[src/rtl/snp_pkg.sv]
package snp_pkg;
   typedef enum logic [1:0] {
      BUS_RDMISS = 2'd0,
      BUS_INVAL  = 2'd1,
      BUS_WRMEM  = 2'd2
   } bus_kind_e;

   typedef enum logic [1:0] {
      LN_INV = 2'd0,
      LN_SHR = 2'd1,
      LN_MOD = 2'd2
   } line_st_e;
endpackage

[src/rtl/snp_line_store.sv]
module snp_line_store
   import snp_pkg::*;
#(
   parameter int ADDR_W = 8,
   parameter int DATA_W = 8
) (
   input  logic              clk,
   input  logic              rst_n,
   input  logic              upd,
   input  line_st_e          nxt_st,
   input  logic [ADDR_W-1:0] nxt_tag,
   input  logic [DATA_W-1:0] nxt_data,
   output line_st_e          st,
   output logic [ADDR_W-1:0] tag,
   output logic [DATA_W-1:0] data
);
   always_ff @(posedge clk or negedge rst_n) begin
      if (!rst_n) begin
         st   <= LN_INV;
         tag  <= '0;
         data <= '0;
      end else if (upd) begin
         st   <= nxt_st;
         tag  <= nxt_tag;
         data <= nxt_data;
      end
   end
endmodule

[src/rtl/snp_local_side.sv]
module snp_local_side
   import snp_pkg::*;
#(
   parameter int ADDR_W     = 8,
   parameter int DATA_W     = 8,
   parameter bit WRITE_BACK = 1'b1
) (
   input  logic              req_valid,
   input  logic              req_write,
   input  logic [ADDR_W-1:0] req_addr,
   input  logic [DATA_W-1:0] req_wdata,
   input  logic [DATA_W-1:0] bus_rdata,
   input  line_st_e          st,
   input  logic [ADDR_W-1:0] tag,
   input  logic [DATA_W-1:0] data,
   output logic              ready,
   output logic              bo_valid,
   output bus_kind_e         bo_kind,
   output logic [ADDR_W-1:0] bo_addr,
   output logic [DATA_W-1:0] bo_data,
   output logic              upd,
   output line_st_e          nst,
   output logic [ADDR_W-1:0] ntag,
   output logic [DATA_W-1:0] ndata,
   output logic              rd_accept,
   output logic [DATA_W-1:0] rd_value
);
   logic      hit;
   logic      victim;
   logic      wr_bus;
   bus_kind_e wr_kind;
   line_st_e  wr_st;

   assign hit = (st != LN_INV) && (tag == req_addr);

   generate
      if (WRITE_BACK) begin : g_wback
         assign victim  = (st == LN_MOD) && (tag != req_addr);
         assign wr_bus  = !((st == LN_MOD) && hit);
         assign wr_kind = BUS_INVAL;
         assign wr_st   = LN_MOD;
      end else begin : g_wthru
         assign victim  = 1'b0;
         assign wr_bus  = 1'b1;
         assign wr_kind = BUS_WRMEM;
         assign wr_st   = LN_SHR;
      end
   endgenerate

   always_comb begin
      ready     = 1'b1;
      bo_valid  = 1'b0;
      bo_kind   = BUS_RDMISS;
      bo_addr   = req_addr;
      bo_data   = req_wdata;
      upd       = 1'b0;
      nst       = st;
      ntag      = tag;
      ndata     = data;
      rd_accept = 1'b0;
      rd_value  = data;
      if (req_valid) begin
         if (victim) begin
            ready    = 1'b0;
            bo_valid = 1'b1;
            bo_kind  = BUS_WRMEM;
            bo_addr  = tag;
            bo_data  = data;
            upd      = 1'b1;
            nst      = LN_SHR;
         end else if (!req_write) begin
            rd_accept = 1'b1;
            if (!hit) begin
               bo_valid = 1'b1;
               bo_kind  = BUS_RDMISS;
               upd      = 1'b1;
               nst      = LN_SHR;
               ntag     = req_addr;
               ndata    = bus_rdata;
               rd_value = bus_rdata;
            end
         end else begin
            bo_valid = wr_bus;
            bo_kind  = wr_kind;
            upd      = 1'b1;
            nst      = wr_st;
            ntag     = req_addr;
            ndata    = req_wdata;
         end
      end
   end
endmodule

[src/rtl/snp_snoop_side.sv]
module snp_snoop_side
   import snp_pkg::*;
#(
   parameter int ADDR_W = 8,
   parameter int DATA_W = 8
) (
   input  logic              sn_valid,
   input  logic [1:0]        sn_kind,
   input  logic [ADDR_W-1:0] sn_addr,
   input  line_st_e          st,
   input  logic [ADDR_W-1:0] tag,
   input  logic [DATA_W-1:0] data,
   output logic              sup_valid,
   output logic [DATA_W-1:0] sup_data,
   output logic              upd,
   output line_st_e          nst
);
   logic match;

   assign match    = sn_valid && (st != LN_INV) && (sn_addr == tag);
   assign sup_data = data;

   always_comb begin
      sup_valid = 1'b0;
      upd       = 1'b0;
      nst       = st;
      if (match) begin
         if (sn_kind == BUS_RDMISS) begin
            if (st == LN_MOD) begin
               sup_valid = 1'b1;
               upd       = 1'b1;
               nst       = LN_SHR;
            end
         end else if (sn_kind == BUS_INVAL || sn_kind == BUS_WRMEM) begin
            upd = 1'b1;
            nst = LN_INV;
         end
      end
   end
endmodule

[src/rtl/snp_line_ctrl.sv]
module snp_line_ctrl
   import snp_pkg::*;
#(
   parameter int ADDR_W     = 8,
   parameter int DATA_W     = 8,
   parameter bit WRITE_BACK = 1'b1
) (
   input  logic              clk,
   input  logic              rst_n,
   input  logic              req_valid,
   input  logic              req_write,
   input  logic [ADDR_W-1:0] req_addr,
   input  logic [DATA_W-1:0] req_wdata,
   output logic              req_ready,
   output logic              rsp_valid,
   output logic [DATA_W-1:0] rsp_data,
   output logic              bo_valid,
   output logic [1:0]        bo_kind,
   output logic [ADDR_W-1:0] bo_addr,
   output logic [DATA_W-1:0] bo_data,
   input  logic [DATA_W-1:0] bus_rdata,
   input  logic              sn_valid,
   input  logic [1:0]        sn_kind,
   input  logic [ADDR_W-1:0] sn_addr,
   output logic              sup_valid,
   output logic [DATA_W-1:0] sup_data
);
   generate
      if (ADDR_W < 1 || DATA_W < 1) begin : g_bad_width
         $error("snp_line_ctrl: ADDR_W and DATA_W must be at least 1");
      end
   endgenerate

   line_st_e          st, loc_st, snp_st, nxt_st;
   logic [ADDR_W-1:0] tag, loc_tag, nxt_tag;
   logic [DATA_W-1:0] data, loc_data, nxt_data, rd_value;
   logic              loc_upd, snp_upd, nxt_upd, rd_accept;
   bus_kind_e         bo_kind_e;

   snp_local_side #(.ADDR_W(ADDR_W), .DATA_W(DATA_W), .WRITE_BACK(WRITE_BACK)) i_local (
      .req_valid (req_valid),
      .req_write (req_write),
      .req_addr  (req_addr),
      .req_wdata (req_wdata),
      .bus_rdata (bus_rdata),
      .st        (st),
      .tag       (tag),
      .data      (data),
      .ready     (req_ready),
      .bo_valid  (bo_valid),
      .bo_kind   (bo_kind_e),
      .bo_addr   (bo_addr),
      .bo_data   (bo_data),
      .upd       (loc_upd),
      .nst       (loc_st),
      .ntag      (loc_tag),
      .ndata     (loc_data),
      .rd_accept (rd_accept),
      .rd_value  (rd_value)
   );

   assign bo_kind = bo_kind_e;

   snp_snoop_side #(.ADDR_W(ADDR_W), .DATA_W(DATA_W)) i_snoop (
      .sn_valid  (sn_valid),
      .sn_kind   (sn_kind),
      .sn_addr   (sn_addr),
      .st        (st),
      .tag       (tag),
      .data      (data),
      .sup_valid (sup_valid),
      .sup_data  (sup_data),
      .upd       (snp_upd),
      .nst       (snp_st)
   );

   // Local and snooped activity never share a cycle; local wins if they do.
   always_comb begin
      nxt_upd  = loc_upd || snp_upd;
      nxt_st   = loc_upd ? loc_st   : snp_st;
      nxt_tag  = loc_upd ? loc_tag  : tag;
      nxt_data = loc_upd ? loc_data : data;
   end

   snp_line_store #(.ADDR_W(ADDR_W), .DATA_W(DATA_W)) i_store (
      .clk      (clk),
      .rst_n    (rst_n),
      .upd      (nxt_upd),
      .nxt_st   (nxt_st),
      .nxt_tag  (nxt_tag),
      .nxt_data (nxt_data),
      .st       (st),
      .tag      (tag),
      .data     (data)
   );

   always_ff @(posedge clk or negedge rst_n) begin
      if (!rst_n) begin
         rsp_valid <= 1'b0;
         rsp_data  <= '0;
      end else begin
         rsp_valid <= rd_accept;
         if (rd_accept) rsp_data <= rd_value;
      end
   end
endmodule

[config.mk]
export PLATFORM = sky130hd
export DESIGN_NAME = snp_line_ctrl
export DESIGN_NICKNAME = d
export VERILOG_FILES = /design/src/rtl/snp_pkg.sv /design/src/rtl/snp_line_store.sv /design/src/rtl/snp_local_side.sv /design/src/rtl/snp_snoop_side.sv /design/src/rtl/snp_line_ctrl.sv
export SDC_FILE = /design/constraint.sdc
export NUM_CORES = 1
export LEC_CHECK = 0
export ABC_AREA = 1
export BUFFER_PORTS_ARGS = -buffer_cell sky130_fd_sc_hd__buf_2
export CAP_MARGIN = 20
export CORE_MARGIN = 2
export CORE_UTILIZATION = 44
export CTS_CLUSTER_DIAMETER = 60
export CTS_CLUSTER_SIZE = 10
export DETAILED_ROUTE_END_ITERATION = 10
export PLACE_DENSITY = 0.86
export SLEW_MARGIN = 10
export SYNTH_ARGS = -nofsm -noshare
export SYNTH_HDL_FRONTEND = slang
export SYNTH_SLANG_ARGS = --single-unit
export TNS_END_PERCENT = 30
[constraint.sdc]
create_clock -name clk -period 1.6 [get_ports clk]
set_input_delay 0.16 -clock clk [delete_from_list [all_inputs] [get_ports clk]]
set_output_delay 0.16 -clock clk [all_outputs]
set_load 0.01 [all_outputs]
==> results of run 1 <==
[routing by layer]
layer	wire (um)	vias to the layer above
met4	334	0
met1	2517	1108
met3	462	40
met2	3219	162
li1	-	1162
met5	0	-
[cell type report]
class	instances	area, um^2
Fill cell	347	1500
Multi-Input combinational cell	223	1182
Timing Repair Buffer	109	716.9
Sequential cell	27	675.6
Inverter	52	195.2
Tap cell	52	65.06
Clock buffer	3	41.29
Clock inverter	1	7.507
[power groups by stage]
stage / Clock (mW) / Combinational (mW) / Sequential [mW]
after CTS: 0.413 / 0.965 / 0.878
final: 0.412 / 1.08 / 0.880
after global routing: 0.442 / 1.18 / 0.897
after detailed placement: 0 / 0.929 / 0.893
after floorplan: 0 / 0.492 / 0.926
after global placement: 0 / 0.902 / 0.889
[kinds of logic (layout without fill, tap and decap cells)]
logic type	Yosys count	in the layout	share of synthesized area, %
compound gates	38	38	11.74
xor+xnor	3	3	1.311
fa+ha+maj	1	1	0.6241
buf+inv	60	165	13.36
flops	27	27	33.71
simple gates	181	181	39.26
[through the flow]
step | setup TNS (ns) | std cells | hold slack, ns | area, um^2 | total power [mW]
after floorplan | -0.03042 | 310 | -0.1356 | 2004 | 1.417
after global placement | -0.08286 | 456 | 0.2011 | 2610 | 1.791
after detailed placement | -0.8197 | 456 | 0.2008 | 2610 | 1.822
after CTS | -6.690 | 464 | 0.1469 | 2730 | 2.257
after global routing | -14.45 | 467 | 0.1688 | 2884 | 2.522
final | -10.07 | 467 | 0.1521 | 2884 | 2.377
[flip-flops by register name (all words and copies together) (netlist names)]
register      count
rsp_valid         1
i_store.tag       8
i_store.st        2
i_store.data      8
rsp_data          8
[cell usage in the layout, fill, tap and decap left out, drive strengths merged, types with 2 or more instances in the layout]
master,instances
dfrtp,27
nand2,138
inv,51
nor2,14
xnor2,2
o21ai,37
nand4,2
clkbuf,4
buf,107
nand3,25
[worst max-delay path by stage]
stage	startpoint	to	slack [ns]	cells after the start
after global placement	i_store.tag[5]$_DFFE_PN0P_	bo_addr[3]	-0.04	11
final	i_store.tag[2]$_DFFE_PN0P_	bo_data[2]	-0.49	12
after global routing	i_store.tag[2]$_DFFE_PN0P_	bo_data[2]	-0.57	12
after CTS	i_store.tag[1]$_DFFE_PN0P_	bo_addr[3]	-0.34	12
after detailed placement	i_store.tag[2]$_DFFE_PN0P_	bo_addr[3]	-0.07	12
after floorplan	i_store.tag[6]$_DFFE_PN0P_	bo_addr[2]	-0.003	10
[what timing repair did]
action | 4_1_cts | 5_1_grt
pin swaps | 12 | 10
hold buffers | 1 | 0
gates resized for setup | 10 | 39
endpoints found under the setup margin | 38 | 47
buffers inserted | 3 | 3
cloned | 0 | 1
endpoints found under the hold margin | 27 | 0
[synth_stat cells (2+ instances only)]
| library cell | n |
|---|---|
| dfrtp_1 | 27 |
| nand3_1 | 22 |
| inv_2 | 12 |
| o21ai_0 | 8 |
| xnor2_1 | 2 |
| buf_6 | 5 |
| o21ai_1 | 19 |
| nand2_1 | 134 |
| nor2_2 | 2 |
| nand3_4 | 2 |
| nand4_1 | 2 |
| o21ai_2 | 9 |
| nor2_1 | 11 |
| nand2_2 | 3 |
| inv_1 | 39 |
[worst max-delay path, stage by stage, from the launching register on]
cell and delay (ns):
dfrtp_1 0.41, inv_2 0.07, nand2_2 0.07, nand2_2 0.08, nor2_2 0.12, nand2_2 0.08, o21ai_4 0.17, inv_2 0.08
nand2_8 0.12, buf_12 0.14, nand2_2 0.04, o21ai_1 0.10, buf_2 0.18
==> out/qor.yml, run 1 <==
power:
  power_leakage_nw: 1.708
  clkPwrFrac_pct: 17.3
  power.internal_mw: 1.431
  combPwrFrac_pct: 45.6
  seq_power_share_pct: 37.0
  ir_worst_vdd_uv: 449.4
  powerDensity_mw_per_mm2: 824.2
  sw_frac_of_total_pct: 39.79
  p_sw_uw: 945.8
global_route:
  overflow: 0
  grt_start_max_net_pins: 28
  grt_pass1_vias: 2142
  busiest_layer: "met2"
  grt_use_met3_pct: 2.250
  use_met2_pct: 37.35
  grt_pass1_wl_mm: 9.032
  use_met1_pct: 28.55
  antenna_found_initial: 0
  grt_util_all_layers_pct: 21.73
sta:
  tightest_slew_ns: 0.6093
  fin_worst_skew_ns: 0.001333
  setup_viol: 43
  setup_ws_ns: -0.4919
  fin_crit_sh_pct: 130.7
  hold_viol_final: 0
  timing.fmax_mhz: 478.0
  period_needed_ns: 2.092
  rsz0062_at_grt: "yes"
  relSlewSlack_pct: 59.38
  slew_viol_final: 0
logic_synthesis:
  synth_area_mm2: 0.002004
  synthCells: 310
  ys.flop_type: "dfrtp_1"
  synth_async_sr_flop_share_pct: 100.0
  synth_edf_count: 0
  synth_top_cell_by_area: "dfrtp_1"
  synthesis.nets: 350
  synth.yosys.seq_area_share_pct: 33.71
  synth_top_area_share_pct: 33.71
  synth_warnings: 0
  yosys_register_bits: 27
  synth_area_leaders: "dfrtp_1 34%, nand2_1 25%, inv_1 7.3%"
  syn_area_per_cell_um2: 6.466
  synth.distinct_cells: 28
layout:
  fin_nets: 456
  fin_util_pct: 65.78
  area_growth_syn_to_layout_pct: 43.88
  insertedDiodeCount: 0
  drive_gt1_share_pct: 43.37
setup_path:
  cp.required_ns: 1.44
  r2r_end: "i_store.tag[3]$_DFFE_PN0P_"
  crit_path_start_kind: "register"
  crit_arrival_ns: 1.93
  rr_worst_depth: 11
  reg2reg_from: "i_store.tag[2]$_DFFE_PN0P_"
  reg2reg_slack_ns: -0.14
  cp_max_fo: 7
  endpoint_kind: "output port"
  crit_type: "register to output port"
placed_design:
  place.gp.congestion: 0.9428
  place_ws_ns: -0.07138
  dp_hpwl_mm: 4.319
  port_buffers: 76
floorplan:
  pin_count: 77
  dieArea_mm2: 0.005112
  die_h_um: 71.50
  design.core.area_mm2: 0.004384
  fp.dieW_um: 71.50
  start_util_pct: 45.72
  row_count: 24
hold_path:
  hp-class: "input port to register"
  hold_path_end: "i_store.tag[2]$_DFFE_PN0P_"
  min_from: "req_addr[2]"
  min_path_cells: 3
clock_tree:
  root_buffer: "clkbuf_8"
  clock_latency_ns: 0.28
  cts_tree: "yes"
  clkTransAtPathRegs_ns: 0.10
  ctsHtreeMaxLevel: 1
  cts_buffer_depth: 2
  cts_buffers: 3
  cts.sinks: 27
detailed_routing:
  drt_iter0_markers: 209
  post-route-drc-count: 0
  drtAntennaViolNets: 0
  wire_per_inst_um: 13.99
  firstDrtPassIters: 5
  wirelength_mm: 6.533
  vias: 2472
  viasPerCell: 5.293
job:
  cap_violations: 0
outcome:
  violations: "setup timing"
  status: "finished with violations"
(Power assumes the default switching activity.)
==> inputs of run 2 (changes only) <==
- CELL_PAD_IN_SITES_DETAIL_PLACEMENT: not set -> 0
- CELL_PAD_IN_SITES_GLOBAL_PLACEMENT: not set -> 1
- CORE_MARGIN: 2 -> not set
- CORE_UTILIZATION: 44 -> 30
- PLACE_DENSITY: 0.86 -> 0.87
==> run 2 against run 1 <==
  * The run still ends with setup timing left
  * Largest power group unchanged
  * Register-to-register slack better by 0.05 ns
  * Cell count grew 7.3%
  * Global-route usage fell by 5.3 points
  * Clock skew grew 0.0035 ns
  * Worst setup slack improved by 0.10 ns
  * Combinational power about the same
  * Non-clock buffer count increased by 8
  * Largest cell class unchanged
  * Critical path depth stayed put
  * Critical path type unchanged
  * Sequential share of layout area down 0.77 points
  * Highest routed layer unchanged
==> out/qor.yml, run 2 (same netlist as run 1, synthesis figures left out) <==
sta:
  hold_viol_final: 0
  whs_ns: 0.1456
  setup_ws_ns: -0.3874
  timing.fmax_mhz: 503.2
  period_needed_ns: 1.987
  fin_crit_sh_pct: 124.2
  fin_worst_skew_ns: 0.004818
  rsz0062_at_grt: "yes"
  tightest_slew_ns: 0.6290
  slew_viol_final: 0
  relSlewSlack_pct: 58.06
  setup_viol: 39
power:
  powerDensity_mw_per_mm2: 797.7
  finalPower_mw: 2.379
  power_leakage_nw: 1.773
  ir_worst_vdd_uv: 445.1
placed_design:
  place_ws_ns: -0.06252
  port_buffers: 76
  dp_hpwl_mm: 4.633
  place.gp.congestion: 0.7955
setup_path:
  cp.required_ns: 1.44
  crit_path_start_kind: "register"
  rr_worst_depth: 11
  crit_family: "simple AND/OR/NAND/NOR gates"
  endpoint_kind: "output port"
  crit_type: "register to output port"
  cp_max_fo: 7
  critical_path.cell_chain: "inv_2 -> nand2_1 -> nand2_1 -> nor2_2 -> nand2_2 -> o21ai_4 -> inv_4 -> nand2_8 -> buf_12 -> nand2_2 -> o21ai_1 -> buf_2"
  cp_slowest_stage_delay_ns: 0.43
  critPathBufInv: 4
  crit_arrival_ns: 1.83
  crit_slowest_cell: "dfrtp_1"
  cp_num_cells: 12
detailed_routing:
  wire_per_inst_um: 11.86
  routed-wl-met2_mm: 2.847
  m1WireLength_mm: 2.785
  post-route-drc-count: 0
  wl_met3_um: 221
  firstDrtPassIters: 5
  viasPerCell: 4.513
  highest_layer: "met4"
  drt_iter0_markers: 132
  wirelength_mm: 5.940
  vias: 2261
  drtAntennaViolNets: 0
global_route:
  overflow: 0
  grt_start_max_net_pins: 28
  antenna_found_initial: 0
  grt_pass1_vias: 2039
  grt_util_all_layers_pct: 16.46
  grt_pass1_wl_mm: 9.494
clock_tree:
  clkTransAtPathRegs_ns: 0.10
  cts_buffers: 3
  clock_latency_ns: 0.27
  ctsHtreeMaxLevel: 1
  cts_buffer_depth: 2
  cts_tree: "yes"
  root_buffer: "clkbuf_8"
  cts.sinks: 27
layout:
  insertedDiodeCount: 0
  fill_cells: 646
  largestRegisters: "i_store.data x8, i_store.tag x8, rsp_data x8"
  drive_gt1_share_pct: 42.22
  final_cell_mix: "119 x nand2_1, 74 x buf_2, 38 x inv_1"
  fin_nets: 465
  area_growth_syn_to_layout_pct: 48.75
  final_common_cell: "nand2_1"
  fin_util_pct: 46.69
job:
  cap_violations: 0
hold_path:
  hp-class: "input port to register"
  min_path_cells: 3
floorplan:
  fp.dieW_um: 83.74
  pin_count: 77
  die_h_um: 83.74
  dieArea_mm2: 0.007012
  design.core.area_mm2: 0.006386
  start_util_pct: 31.39
  row_count: 29
outcome:
  violations: "setup timing"
  status: "finished with violations"
==> run 2: changes by cell type in the layout (fill, tap and decap cells not counted), sizes merged <==
| cell | previous run | this run |
|---|---|---|
| clkinvlp | 1 | 0 |
| buf | 107 | 115 |
| clkinv | 1 | 2 |
| nand2 | 138 | 139 |
==> run 2: timing repair <==
item | CTS | global route
pin swaps | 3 | 3
gates resized for setup | 15 | 23
hold buffers | 1 | 0
setup buffers | 1 | 5
cloned | 1 | 2
setup endpoints to repair | 38 | 47
endpoints found under the hold margin | 27 | 0
==> run 2: area by class of cell <==
type	count	area, um^2	share of cell area [%]
clock buffers	3	41.29	1.385
flip-flops and latches	27	675.6	22.66
well taps	77	96.34	3.231
multi-input cells	224	1166	39.11
clock inverters	1	5.005	0.1679
repair buffers	117	799.5	26.81
inverters	52	197.7	6.630
==> run 2: worst reg2reg max path: cells and delay by family (launching register included) <==
| kind | cells | cell delay, ns |
|---|---|---|
| DFF | 1 | 0.43 |
| buffers and inverters | 3 | 0.41 |
| AOI/OAI and AO/OA | 2 | 0.24 |
| and+or+nand+nor | 6 | 0.51 |
==> run 2: worst paths after layout <==
path / from / end / slack, ns
min in group asynchronous: rst_n / i_store.tag[0]$_DFFE_PN0P_ / 0.43
max in group asynchronous: rst_n / i_store.data[3]$_DFFE_PN0P_ / 0.76
max reg2reg: i_store.tag[1]$_DFFE_PN0P_ / i_store.tag[4]$_DFFE_PN0P_ / -0.09
max: i_store.tag[1]$_DFFE_PN0P_ / bo_data[1] / -0.39
min reg2reg: rsp_data[2]$_DFFE_PN0P_ / rsp_data[2]$_DFFE_PN0P_ / 0.50
min: req_addr[2] / i_store.tag[2]$_DFFE_PN0P_ / 0.15
==> run 2: metal layers <==
metal	up-vias	track usage (%)
li1	1190	-
met2	51	27.49
met5	-	0
met4	0	4.468
met1	1012	22.51
met3	8	1.879
==> run 2: power by group <==
group	switching, mW	internal, mW	total (mW)
combinational	0.592	0.495	1.09
sequential	0.0921	0.796	0.888
clock	0.228	0.175	0.403
total	0.913	1.47	2.38
==> run 2: stage by stage <==
step	TNS (ns)	instance area [um^2]	cells
final	-8.017	2982	501
after detailed placement	-1.081	2719	488
after CTS	-7.333	2856	495
after global routing	-13.26	2982	501
after global placement	-0.1356	2719	488
after floorplan	-0.03042	2004	310
